===== config.mk =====
export PLATFORM = sky130hd
export DESIGN_NAME = rx_ring_scatter
export DESIGN_NICKNAME = d
export VERILOG_FILES = /design/src/rtl/rx_ring_scatter_pkg.sv /design/src/rtl/rx_ring_scatter_ctrl.sv /design/src/rtl/rx_ring_scatter_dp.sv /design/src/rtl/rx_ring_scatter.sv
export SDC_FILE = /design/constraint.sdc
export NUM_CORES = 1
export LEC_CHECK = 0
export ABC_CLOCK_PERIOD_IN_PS = 2900
export BUFFER_PORTS_ARGS = -buffer_cell sky130_fd_sc_hd__buf_4
export CORE_MARGIN = 2
export CORE_UTILIZATION = 45
export DETAILED_ROUTE_END_ITERATION = 10
export PLACE_DENSITY_LB_ADDON = 0.08
export REMOVE_ABC_BUFFERS = 1
export SLEW_MARGIN = 20
export SYNTH_ARGS = -nofsm -noshare
export SYNTH_HDL_FRONTEND = slang
export SYNTH_SLANG_ARGS = --single-unit

===== constraint.sdc =====
create_clock -name clk -period 2.9 [get_ports clk]
set_input_delay 0.435 -clock clk [delete_from_list [all_inputs] [get_ports clk]]
set_output_delay 0.435 -clock clk [all_outputs]
set_load 0.005 [all_outputs]

===== src/rtl/rx_ring_scatter_pkg.sv =====
package rx_ring_scatter_pkg;

  localparam int WORD_W    = 32;
  localparam int OWN_BIT   = 31;
  localparam int SUP_BIT   = 31;
  localparam int FIRST_BIT = 9;
  localparam int LAST_BIT  = 8;
  localparam int LENF_LSB  = 16;
  localparam int LENF_W    = 14;
  localparam logic [WORD_W-1:0] OWN_MASK  = 32'h1 << OWN_BIT;
  localparam logic [WORD_W-1:0] LENF_MASK = ((32'h1 << LENF_W) - 32'h1) << LENF_LSB;

  typedef enum logic [1:0] {OP_RD, OP_BYTE, OP_STAT} memOp_e;

  typedef enum logic [3:0] {
    ST_IDLE, ST_SCHK, ST_RD, ST_EVAL, ST_DATA, ST_WRB, ST_STAT, ST_FAIL, ST_DROP
  } rxsState_e;

  typedef struct packed {
    logic   ldFrame;
    logic   capWord;
    logic   followNext;
    logic   setupFill;
    logic   takeByte;
    logic   byteDone;
    logic   descDone;
    logic   endOk;
    logic   fail;
    logic   dropByte;
    memOp_e memOp;
  } rxsStrobe_t;

  typedef struct packed {
    logic addrZero;
    logic owned;
    logic nextIsStart;
    logic lastWord;
    logic lastByte;
    logic frameComplete;
    logic intSuppress;
    logic oneLeft;
  } rxsFlag_t;

endpackage


===== src/rtl/rx_ring_scatter_ctrl.sv =====
module rx_ring_scatter_ctrl
  import rx_ring_scatter_pkg::*;
(
  input  logic       clk,
  input  logic       rstN,
  input  logic       rxEnable,
  input  logic       inValid,
  input  logic       memAck,
  input  rxsFlag_t   flags,
  output rxsStrobe_t stb,
  output logic       memReq,
  output logic       inReady,
  output logic       rxDoneSet,
  output logic       bufUnavailSet,
  output logic       dmaStartClr,
  output logic       frameActive
);

  rxsState_e state, stateNxt;

  always_ff @(posedge clk) begin
    if (!rstN) state <= ST_IDLE;
    else       state <= stateNxt;
  end

  always_comb begin
    stateNxt      = state;
    stb           = '0;
    stb.memOp     = OP_RD;
    memReq        = 1'b0;
    inReady       = 1'b0;
    rxDoneSet     = 1'b0;
    bufUnavailSet = 1'b0;
    dmaStartClr   = 1'b0;
    unique case (state)
      ST_IDLE: if (rxEnable && inValid) begin
        stb.ldFrame = 1'b1;
        stateNxt    = ST_SCHK;
      end
      ST_SCHK: stateNxt = flags.addrZero ? ST_FAIL : ST_RD;
      ST_RD: begin
        memReq = 1'b1;
        if (memAck) begin
          stb.capWord = 1'b1;
          if (flags.lastWord) stateNxt = ST_EVAL;
        end
      end
      ST_EVAL: begin
        if (flags.owned) begin
          stb.setupFill = 1'b1;
          stateNxt      = ST_DATA;
        end else if (flags.nextIsStart) begin
          stateNxt = ST_FAIL;
        end else begin
          stb.followNext = 1'b1;
          stateNxt       = ST_SCHK;
        end
      end
      ST_DATA: begin
        inReady = 1'b1;
        if (inValid) begin
          stb.takeByte = 1'b1;
          stateNxt     = ST_WRB;
        end
      end
      ST_WRB: begin
        memReq    = 1'b1;
        stb.memOp = OP_BYTE;
        if (memAck) begin
          stb.byteDone = 1'b1;
          stateNxt     = flags.lastByte ? ST_STAT : ST_DATA;
        end
      end
      ST_STAT: begin
        memReq    = 1'b1;
        stb.memOp = OP_STAT;
        if (memAck) begin
          stb.descDone = 1'b1;
          rxDoneSet    = !flags.intSuppress;
          if (flags.frameComplete) begin
            stb.endOk   = 1'b1;
            dmaStartClr = 1'b1;
            stateNxt    = ST_IDLE;
          end else begin
            stateNxt = ST_SCHK;
          end
        end
      end
      ST_FAIL: begin
        bufUnavailSet = 1'b1;
        stb.fail      = 1'b1;
        stateNxt      = ST_DROP;
      end
      ST_DROP: begin
        inReady = 1'b1;
        if (inValid) begin
          stb.dropByte = 1'b1;
          if (flags.oneLeft) begin
            dmaStartClr = 1'b1;
            stateNxt    = ST_IDLE;
          end
        end
      end
      default: stateNxt = ST_IDLE;
    endcase
  end

  assign frameActive = (state != ST_IDLE);

endmodule


===== src/rtl/rx_ring_scatter_dp.sv =====
module rx_ring_scatter_dp
  import rx_ring_scatter_pkg::*;
#(
  parameter int MIN_BUF   = 64,
  parameter int FCS_BYTES = 4,
  parameter int LEN_W     = 14,
  parameter int BUF_W     = 11
) (
  input  logic              clk,
  input  logic              rstN,
  input  logic              ringLoad,
  input  logic [WORD_W-1:0] ringAddr,
  input  logic [7:0]        inData,
  input  logic [LEN_W-1:0]  inLen,
  input  logic [WORD_W-1:0] memRdata,
  input  rxsStrobe_t        stb,
  output rxsFlag_t          flags,
  output logic              memWe,
  output logic [WORD_W-1:0] memAddr,
  output logic [3:0]        memStrb,
  output logic [WORD_W-1:0] memWdata,
  output logic [WORD_W-1:0] curDesc
);

  logic [WORD_W-1:0] headAddr, curAddr, startAddr, descAddr;
  logic [WORD_W-1:0] wStatus, wBuf, wNext;
  logic [BUF_W-1:0]  wSize;
  logic              wSup;
  logic [1:0]        wordIdx;
  logic [LEN_W-1:0]  bytesLeft, descBytes, offset;
  logic [LENF_W-1:0] lenField;
  logic              lastFlag, firstFlag;
  logic [7:0]        byteReg;

  // Fill plan for the descriptor just found, from its size and the bytes left
  logic [WORD_W-1:0] sizeW, leftW, lenCalc;
  logic              roomShort;
  logic [LEN_W-1:0]  bytesCalc;

  always_comb begin
    sizeW     = 32'(wSize);
    leftW     = 32'(bytesLeft);
    roomShort = sizeW < (leftW + 32'(FCS_BYTES));
    if (roomShort) begin
      bytesCalc = (sizeW < leftW) ? LEN_W'(wSize) : bytesLeft;
      lenCalc   = sizeW;
    end else begin
      bytesCalc = bytesLeft;
      lenCalc   = ((leftW < 32'(MIN_BUF)) ? 32'(MIN_BUF) : leftW) + 32'(FCS_BYTES);
    end
  end

  always_ff @(posedge clk) begin
    if (!rstN) begin
      headAddr  <= '0;
      curAddr   <= '0;
      startAddr <= '0;
      descAddr  <= '0;
      wStatus   <= '0;
      wSize     <= '0;
      wSup      <= 1'b0;
      wBuf      <= '0;
      wNext     <= '0;
      wordIdx   <= '0;
      bytesLeft <= '0;
      descBytes <= '0;
      offset    <= '0;
      lenField  <= '0;
      lastFlag  <= 1'b0;
      firstFlag <= 1'b0;
      byteReg   <= '0;
    end else begin
      if (ringLoad) begin
        headAddr <= ringAddr;
        curAddr  <= ringAddr;
      end
      if (stb.ldFrame) begin
        bytesLeft <= inLen;
        firstFlag <= 1'b1;
        startAddr <= curAddr;
        descAddr  <= curAddr;
        wordIdx   <= '0;
      end
      if (stb.capWord) begin
        unique case (wordIdx)
          2'd0: wStatus <= memRdata;
          2'd1: begin
            wSize <= memRdata[BUF_W-1:0];
            wSup  <= memRdata[SUP_BIT];
          end
          2'd2: wBuf  <= memRdata;
          default: wNext <= memRdata;
        endcase
        wordIdx <= wordIdx + 2'd1;
      end
      if (stb.followNext) descAddr <= wNext;
      if (stb.setupFill) begin
        descBytes <= bytesCalc;
        lenField  <= lenCalc[LENF_W-1:0];
        lastFlag  <= !roomShort;
        offset    <= '0;
      end
      if (stb.takeByte) byteReg <= inData;
      if (stb.byteDone) offset <= offset + LEN_W'(1);
      if (stb.descDone) begin
        bytesLeft <= bytesLeft - descBytes;
        firstFlag <= 1'b0;
        startAddr <= wNext;
        descAddr  <= wNext;
      end
      if (stb.endOk) curAddr <= wNext;
      if (stb.fail) curAddr <= headAddr;
      if (stb.dropByte) bytesLeft <= bytesLeft - LEN_W'(1);
    end
  end

  always_comb begin
    flags.addrZero      = (descAddr == '0);
    flags.owned         = wStatus[OWN_BIT] && (32'(wSize) >= 32'(MIN_BUF));
    flags.nextIsStart   = (wNext == startAddr);
    flags.lastWord      = (wordIdx == 2'd3);
    flags.lastByte      = ((offset + LEN_W'(1)) == descBytes);
    flags.frameComplete = (bytesLeft == descBytes);
    flags.intSuppress   = wSup;
    flags.oneLeft       = (bytesLeft == LEN_W'(1));
  end

  logic [WORD_W-1:0] byteAddr, newStatus;

  always_comb begin
    byteAddr  = wBuf + 32'(offset);
    newStatus = (wStatus & ~OWN_MASK & ~LENF_MASK)
              | (32'(lenField) << LENF_LSB)
              | (32'(firstFlag) << FIRST_BIT)
              | (32'(lastFlag) << LAST_BIT);
    unique case (stb.memOp)
      OP_BYTE: begin
        memWe    = 1'b1;
        memAddr  = byteAddr;
        memStrb  = 4'b0001 << byteAddr[1:0];
        memWdata = {4{byteReg}};
      end
      OP_STAT: begin
        memWe    = 1'b1;
        memAddr  = descAddr;
        memStrb  = 4'hF;
        memWdata = newStatus;
      end
      default: begin
        memWe    = 1'b0;
        memAddr  = descAddr + {28'd0, wordIdx, 2'b00};
        memStrb  = 4'h0;
        memWdata = '0;
      end
    endcase
  end

  assign curDesc = curAddr;

endmodule


===== src/rtl/rx_ring_scatter.sv =====
module rx_ring_scatter
  import rx_ring_scatter_pkg::*;
#(
  parameter int MIN_BUF   = 64,
  parameter int FCS_BYTES = 4,
  parameter int LEN_W     = 14,
  parameter int BUF_W     = 11
) (
  input  logic             clk,
  input  logic             rstN,
  input  logic             rxEnable,
  input  logic             ringLoad,
  input  logic [31:0]      ringAddr,
  input  logic             inValid,
  output logic             inReady,
  input  logic [7:0]       inData,
  input  logic [LEN_W-1:0] inLen,
  output logic             memReq,
  output logic             memWe,
  output logic [31:0]      memAddr,
  output logic [3:0]       memStrb,
  output logic [31:0]      memWdata,
  input  logic             memAck,
  input  logic [31:0]      memRdata,
  output logic             rxDoneSet,
  output logic             bufUnavailSet,
  output logic             dmaStartClr,
  output logic [31:0]      curDesc
);

  rxsStrobe_t stb;
  rxsFlag_t   flags;
  logic       frameActive;

  rx_ring_scatter_ctrl u_ctrl (
    .clk(clk), .rstN(rstN), .rxEnable(rxEnable), .inValid(inValid),
    .memAck(memAck), .flags(flags), .stb(stb), .memReq(memReq),
    .inReady(inReady), .rxDoneSet(rxDoneSet), .bufUnavailSet(bufUnavailSet),
    .dmaStartClr(dmaStartClr), .frameActive(frameActive)
  );

  rx_ring_scatter_dp #(
    .MIN_BUF(MIN_BUF), .FCS_BYTES(FCS_BYTES), .LEN_W(LEN_W), .BUF_W(BUF_W)
  ) u_dp (
    .clk(clk), .rstN(rstN), .ringLoad(ringLoad), .ringAddr(ringAddr),
    .inData(inData), .inLen(inLen), .memRdata(memRdata), .stb(stb),
    .flags(flags), .memWe(memWe), .memAddr(memAddr), .memStrb(memStrb),
    .memWdata(memWdata), .curDesc(curDesc)
  );

endmodule


==> flow_metrics.env, run 1 <==
export IMPL_timing_critical_path_to_type="output port"
export IMPL_critical_path_most_common_cell="buf_4"
export IMPL_viasPerCell=5.89
export IMPL_num_antenna_cells=0
export IMPL_core_area_um2=36400
export IMPL_portbufs=197
export IMPL_fillers=3401
export IMPL_crit_family="compound AO/OA/AOI/OAI gates"
export IMPL_die_height_um=196
export IMPL_clockRootBuffer="clkbuf_16"
export IMPL_pre_cts_ws_ns=-0.149
export IMPL_drt_pre_antenna_iters=5
export IMPL_switching_power_uw=3910
export IMPL_startpoint="u_dp.offset[0]$_SDFFE_PN0P_"
export IMPL_drt_first_iter_violations=1261
export IMPL_detailed_place_hpwl_mm=48.1
export IMPL_cp_slowest_stage_delay_ns=0.36
export IMPL_final_number_of_max_transition_violations=0
export IMPL_yosysUniqueCellTypes=73
export IMPL_synthDominantCellAreaShare_pct=35.5
export IMPL_dieArea_um2=38400
export IMPL_netlist_area_um2=16600
export IMPL_grt_antenna_before_repair=0
export IMPL_worstRegToRegCells=13
export IMPL_grtUsageTotal_pct=33.7
export IMPL_synthToLayoutAreaGrowth_pct=33.2
export IMPL_tightest_slew_ns=0.786
export IMPL_synth_top_cells_by_area="dfxtp_1 35%, nand2_1 7.5%, a21oi_1 6.6%"
export IMPL_ctsLongestPathBuffers=3
export IMPL_irDropWorstVdd_v=0.000536
export IMPL_grt_max_degree=88
export IMPL_pin_count=198
export IMPL_ys_dominant_reg_cell="dfxtp_1"
export IMPL_worst_hold_slack_ns=0.113
export IMPL_power_internal_uw=8570
export IMPL_std_cell_rows=70
export IMPL_holdCritPathClass="in -> reg"
export IMPL_post_route_cells_drive_above_1_share_pct=25.1
export IMPL_insertion_delay_ns=0.56
export IMPL_maxSlewHeadroom_pct=47.6
export IMPL_max_freq_mhz=292
export IMPL_cap_violations=0
export IMPL_hold_path_depth=3
export IMPL_cp_buffers_inverters=4
export IMPL_min_from="inData[6]"
export IMPL_final_common_cell="buf_4"
export IMPL_synth_edf_count=0
export IMPL_share_of_synthesized_registers_carrying_an_async_set_or_reset_pct=0
export IMPL_worst_setup_path_start_kind="register"
export IMPL_htree_levels=2
export IMPL_report_final_setup_viol=27
export IMPL_cts_tree="built"
export IMPL_worst_endpoint_required_ns=2.47
export IMPL_switching_share_pct=31.3
export IMPL_combPwrFrac_pct=26.0
export IMPL_timing_critical_path_fanout_max=4
export IMPL_report_final_hold_viol_count=0
export IMPL_r2r_end="u_dp.descBytes[5]$_SDFFE_PN0P_"
export IMPL_cts_inserted_buffers=36
export IMPL_mapped_avg_cell_area_um2=7.80
export IMPL_crit_type="reg -> out"
export IMPL_share_clk_of_total_power_pct=38.0
export IMPL_totalPowerFinal_uw=12500
export IMPL_yosysSeqAreaShare_pct=35.5
export IMPL_violations="negative setup slack"
export IMPL_cpMaxStageDelayCell="fa_2"
export IMPL_unrepaired_setup_endpoints_after_global_routing="yes"
export IMPL_detail_route_drc_violations=0
export IMPL_chipWidth_um=196
export IMPL_number_of_global_route_vias_before_repair=16841
export IMPL_design_final_nets=2611
export IMPL_hold_end="u_dp.byteReg[6]$_SDFFE_PN0P_"
export IMPL_synthesis_instances=2129
export IMPL_crit_path_setup_slack_layout_ns=-0.520
export IMPL_fin_crit_sh_pct=118
export IMPL_outcome="complete, but fails checks"
export IMPL_leakagePower_uw=0.00901
export IMPL_layout_common_cells="397 x buf_4, 327 x nand2_1, 276 x dfxtp_1"
export IMPL_ff2ff_setup_slack_ns=0.13
export IMPL_power_per_cell_area_nw_per_um2=564
export IMPL_synth_seq_cells=294
export IMPL_period_minus_slack_ns=3.42
export IMPL_sum_of_routed_wire_length_over_all_layers_mm=66.0
export IMPL_vias=17355
export IMPL_cp_data_arrival_time_ns=2.98
export IMPL_worst_clock_skew_ns=0.0139
export IMPL_ant_nets=0
export IMPL_start_util_pct=45.6
export IMPL_clkTransAtPathRegs_ns=0.07
export IMPL_grt_overflow=0
export IMPL_synth_yosys_warnings=0
export IMPL_power_share_sequential_pct=36.0
export IMPL_post_route_util_pct=60.7
export IMPL_gp_congestion=1.01
export IMPL_post_drt_wl_per_cell_um=22.4
export IMPL_timing_rr_start="u_dp.bytesLeft[3]$_SDFFE_PN0P_"
export IMPL_clock_sinks=294
export IMPL_grt_pass1_wl_mm=100
export IMPL_crit_chain="ha_4, inv_2, fa_2, nor2b_4, o31ai_4, a211oi_2, buf_4, o211ai_1, buf_4, nor2b_4, xor2_1, a221o_1, buf_4"
export IMPL_yosysTopAreaCell="dfxtp_1"
## cell usage after synthesis, drive strengths merged (7+ instances only)
library cell	number
a211oi	42
a21o	13
a21oi	219
a22o	24
a31oi	15
and2	11
and3	19
buf	19
clkbuf	122
dfxtp	294
ha	61
inv	108
mux2	7
mux2i	83
nand2	331
nand3	52
nand3b	33
nand4	36
nor2	159
nor2b	15
nor3	39
nor4	20
o211ai	8
o21a	14
o21ai	113
o221ai	76
or3	8
xnor2	86
xor2	18
## through the flow
stage | cells | instance area, µm² | setup TNS [ns]
2_1_floorplan | 1988 | 16100 | -252.67
3_3_place_gp | 2858 | 19800 | -0.472
3_5_place_dp | 2858 | 19800 | -0.748
4_1_cts | 2932 | 21600 | -10.20
5_1_grt | 2947 | 22100 | -12.81
6_report | 2947 | 22100 | -9.26
## power by group through the flow
stage / sequential [µW] / combinational [µW] / clock [µW]
global placement: 4560 / 3030 / 0
finish: 4500 / 3250 / 4740
floorplan: 4550 / 1640 / 0
detailed placement: 4560 / 3040 / 0
global route: 4510 / 3500 / 4960
CTS: 4480 / 3110 / 4800
## repair_timing
| item | in CTS | in global routing |
|---|---|---|
| cloned | 2 | 2 |
| gates resized for setup | 115 | 80 |
| pin swaps | 50 | 47 |
| hold buffers | 0 | 0 |
| buffers inserted | 12 | 15 |
| setup endpoints to repair | 68 | 75 |
## final cells by class
type                       count  area, µm²  share of cell area [%]
clock buffer                  44        971                    4.39
clock inverter                18        249                    1.13
inverter                     108        413                    1.87
multi-input combinational   1587      10500                    47.3
sequential                   294       5920                    26.8
tap                          468        586                    2.65
timing repair buffer         428       3510                    15.9
## cells by family after synthesis
group	share of synthesized area (%)
AOI/OAI and AO/OA	22.0
xor gates and xnor gates	5.49
adders and majority gates	4.96
buffers and inverters	5.71
DFF	35.5
muxes	5.48
and+or+nand+nor	20.9
## flip-flops by register name, summed over array words and instances, names as in the netlist
register / cells
u_dp.descAddr: 32
u_dp.wSup: 1
u_dp.wNext: 32
u_dp.byteReg: 8
u_ctrl.state: 4
u_dp.bytesLeft: 14
u_dp.wordIdx: 2
u_dp.offset: 14
u_dp.wStatus: 18
u_dp.wBuf: 32
u_dp.startAddr: 32
u_dp.lastFlag: 1
u_dp.descBytes: 14
u_dp.headAddr: 32
u_dp.firstFlag: 1
u_dp.wSize: 11
u_dp.lenField: 14
u_dp.curDesc: 32
## worst min-delay path, stage by stage
cell,delay (ns)
buf_4,0.08
mux2i_1,0.05
nor2_1,0.07
## worst max path at each step
stage,endpoint,cells after the start
finish,memAddr[26],13
detailed placement,memAddr[22],14
floorplan,u_dp.descAddr[0]$_SDFFE_PN0P_,4
global route,memAddr[28],14
global placement,memAddr[26],13
CTS,memAddr[26],13
## layer usage
layer | GRT usage, % | vias to the layer above | routed length, µm
met3 | 5.42 | 153 | 3780
met4 | 14.4 | 0 | 2890
met2 | 58.6 | 602 | 32500
li1 | - | 8222 | -
met5 | 0 | - | 0
met1 | 41.2 | 8378 | 26800
Note: power is estimated with default switching activity, not from simulation.
==> run 2, diff against run 1 <==
--- a/config.mk
+++ b/config.mk
@@ -12,6 +12,7 @@
 export DETAILED_ROUTE_END_ITERATION = 10
 export PLACE_DENSITY_LB_ADDON = 0.08
 export REMOVE_ABC_BUFFERS = 1
+export SKIP_CTS_REPAIR_TIMING = 1
 export SLEW_MARGIN = 20
 export SYNTH_ARGS = -nofsm -noshare
 export SYNTH_HDL_FRONTEND = slang
==> run 2 against run 1 <==
Net effect: the flow still finishes with violations (negative setup slack); worst hold slack better by 0.0032 ns; clock power barely moved; non-clock buffer count up 8; sequential share of layout area down 0.26 points; largest cell class unchanged; largest power group unchanged.
==> flow_metrics.env, run 2 (same netlist as run 1, synthesis figures left out) <==
export IMPL_chipWidth_um=196
export IMPL_period_minus_slack_ns=3.48
export IMPL_crit_type="reg -> out"
export IMPL_timing_critical_path_fanout_max=4
export IMPL_timing_rr_start="u_dp.bytesLeft[2]$_SDFFE_PN0P_"
export IMPL_sum_of_routed_wire_length_over_all_layers_mm=66.7
export IMPL_layout_common_cells="394 x buf_4, 325 x nand2_1, 276 x dfxtp_1"
export IMPL_portbufs=197
export IMPL_irDropWorstVdd_v=0.000536
export IMPL_cts_inserted_buffers=36
export IMPL_crit_path_setup_slack_layout_ns=-0.582
export IMPL_cp_data_arrival_time_ns=3.05
export IMPL_violations="negative setup slack"
export IMPL_min_from="inData[1]"
export IMPL_clockRootBuffer="clkbuf_16"
export IMPL_post_route_util_pct=61.3
export IMPL_grtUsageTotal_pct=33.1
export IMPL_std_cell_rows=70
export IMPL_max_freq_mhz=287
export IMPL_post_drt_wl_per_cell_um=22.6
export IMPL_holdCritPathClass="in -> reg"
export IMPL_post_place_cells=2858
export IMPL_ctsLongestPathBuffers=3
export IMPL_detailed_place_hpwl_mm=48.1
export IMPL_clkTransAtPathRegs_ns=0.06
export IMPL_crit_chain="ha_4, inv_2, fa_2, nor2b_4, o31ai_4, a211oi_2, buf_4, o211ai_1, buf_4, buf_4, nor2b_4, xnor2_2, o21ai_2, buf_4"
export IMPL_fin_crit_sh_pct=120
export IMPL_unrepaired_setup_endpoints_after_global_routing="yes"
export IMPL_grt_pass1_wl_mm=98.4
export IMPL_insertion_delay_ns=0.56
export IMPL_leakagePower_uw=0.00905
export IMPL_cap_violations=0
export IMPL_pin_count=198
export IMPL_die_height_um=196
export IMPL_clock_sinks=294
export IMPL_cp_slowest_stage_delay_ns=0.39
export IMPL_worst_setup_path_start_kind="register"
export IMPL_critical_path_most_common_cell="buf_4"
export IMPL_maxSlewHeadroom_pct=47.5
export IMPL_tightest_slew_ns=0.787
export IMPL_layout_cells_non_filler=2955
export IMPL_fillers=3372
export IMPL_timing_critical_path_to_type="output port"
export IMPL_r2r_end="u_dp.descBytes[1]$_SDFFE_PN0P_"
export IMPL_gp_congestion=1.01
export IMPL_drt_pre_antenna_iters=6
export IMPL_pre_cts_ws_ns=-0.149
export IMPL_num_antenna_cells=0
export IMPL_detail_route_drc_violations=0
export IMPL_htree_levels=2
export IMPL_report_final_hold_viol_count=0
export IMPL_grt_antenna_before_repair=2
export IMPL_power_per_cell_area_nw_per_um2=562
export IMPL_number_of_global_route_vias_before_repair=16590
export IMPL_cts_tree="built"
export IMPL_ff2ff_setup_slack_ns=0.07
export IMPL_final_common_cell="buf_4"
export IMPL_ant_nets=0
export IMPL_core_area_um2=36400
export IMPL_start_util_pct=45.6
export IMPL_worst_clock_skew_ns=0.0154
export IMPL_grt_max_degree=88
export IMPL_outcome="complete, but fails checks"
export IMPL_report_final_setup_viol=50
export IMPL_design_final_nets=2619
export IMPL_vias=17422
export IMPL_final_number_of_max_transition_violations=0
export IMPL_worst_endpoint_required_ns=2.47
export IMPL_dieArea_um2=38400
export IMPL_worstRegToRegCells=13
export IMPL_grt_overflow=0
export IMPL_viasPerCell=5.90
export IMPL_post_route_cells_drive_above_1_share_pct=25.7
export IMPL_synthToLayoutAreaGrowth_pct=34.4
export IMPL_cpMaxStageDelayCell="fa_2"
export IMPL_hold_path_depth=3
export IMPL_drt_first_iter_violations=1343
export IMPL_hold_end="u_dp.byteReg[1]$_SDFFE_PN0P_"
run 2: changes by cell type in the layout (fill, tap and decap cells not counted), sizes merged:
cell	before	now
clkbuf	45	48
clkinvlp	3	4
bufbuf	1	0
inv	109	108
buf	426	431
dlymetal6s2s	0	1
run 2: worst max-delay path by stage:
stage                                startpoint                             to  cells past startpoint
floorplan                                  rstN  u_dp.descAddr[0]$_SDFFE_PN0P_                      4
global placement    u_dp.offset[0]$_SDFFE_PN0P_                    memAddr[26]                     13
detailed placement  u_dp.offset[0]$_SDFFE_PN0P_                    memAddr[22]                     14
CTS                 u_dp.offset[0]$_SDFFE_PN0P_                    memAddr[22]                     14
global route          u_dp.wBuf[0]$_SDFFE_PN0P_                    memAddr[30]                     14
finish                u_dp.wBuf[0]$_SDFFE_PN0P_                    memAddr[28]                     14
run 2: area by class of cell:
| cell class | count | area (µm²) | area share (%) |
|---|---|---|---|
| multi-input cells | 1587 | 10600 | 47.3 |
| flip-flops and latches | 294 | 5910 | 26.5 |
| repair buffers | 436 | 3630 | 16.3 |
| clock buffers | 44 | 971 | 4.35 |
| well taps | 468 | 586 | 2.62 |
| inverters | 108 | 414 | 1.86 |
| clock inverters | 18 | 249 | 1.12 |
run 2: worst max-delay path, delay by kind of cell (launching register included):
kind | cells | cell delay (ns)
AO/OA/AOI/OAI | 4 | 0.63
XOR/XNOR | 1 | 0.07
adder cells (fa/ha/maj) | 2 | 0.53
buffers and inverters | 5 | 0.65
flip-flops | 1 | 0.35
AND/OR/NAND/NOR | 2 | 0.27
run 2: layer usage:
metal  vias to the layer above  track usage (%)  share of wire (%)
met5                         -                0              0.019
met4                         2             14.2                4.4
met3                       152             4.19                5.1
met2                       620             58.4                 49
met1                      8397             40.5                 41
li1                       8251                -                  -
run 2: metrics by stage:
step / total power, µW / hold slack (ns) / setup TNS [ns] / cell area [µm²]
2_1_floorplan: 6180 / 0.433 / -252.67 / 16100
5_1_grt: 13000 / 0.117 / -15.56 / 22300
4_1_cts: 12300 / 0.0929 / -19.73 / 21000
6_report: 12500 / 0.116 / -10.77 / 22300
3_5_place_dp: 7600 / 0.448 / -0.748 / 19800
3_3_place_gp: 7590 / 0.442 / -0.472 / 19800
run 2: power by group:
part / switching, µW / internal, µW
combinational: 1800 / 1490
sequential: 241 / 4260
clock: 1900 / 2840
total: 3940 / 8590
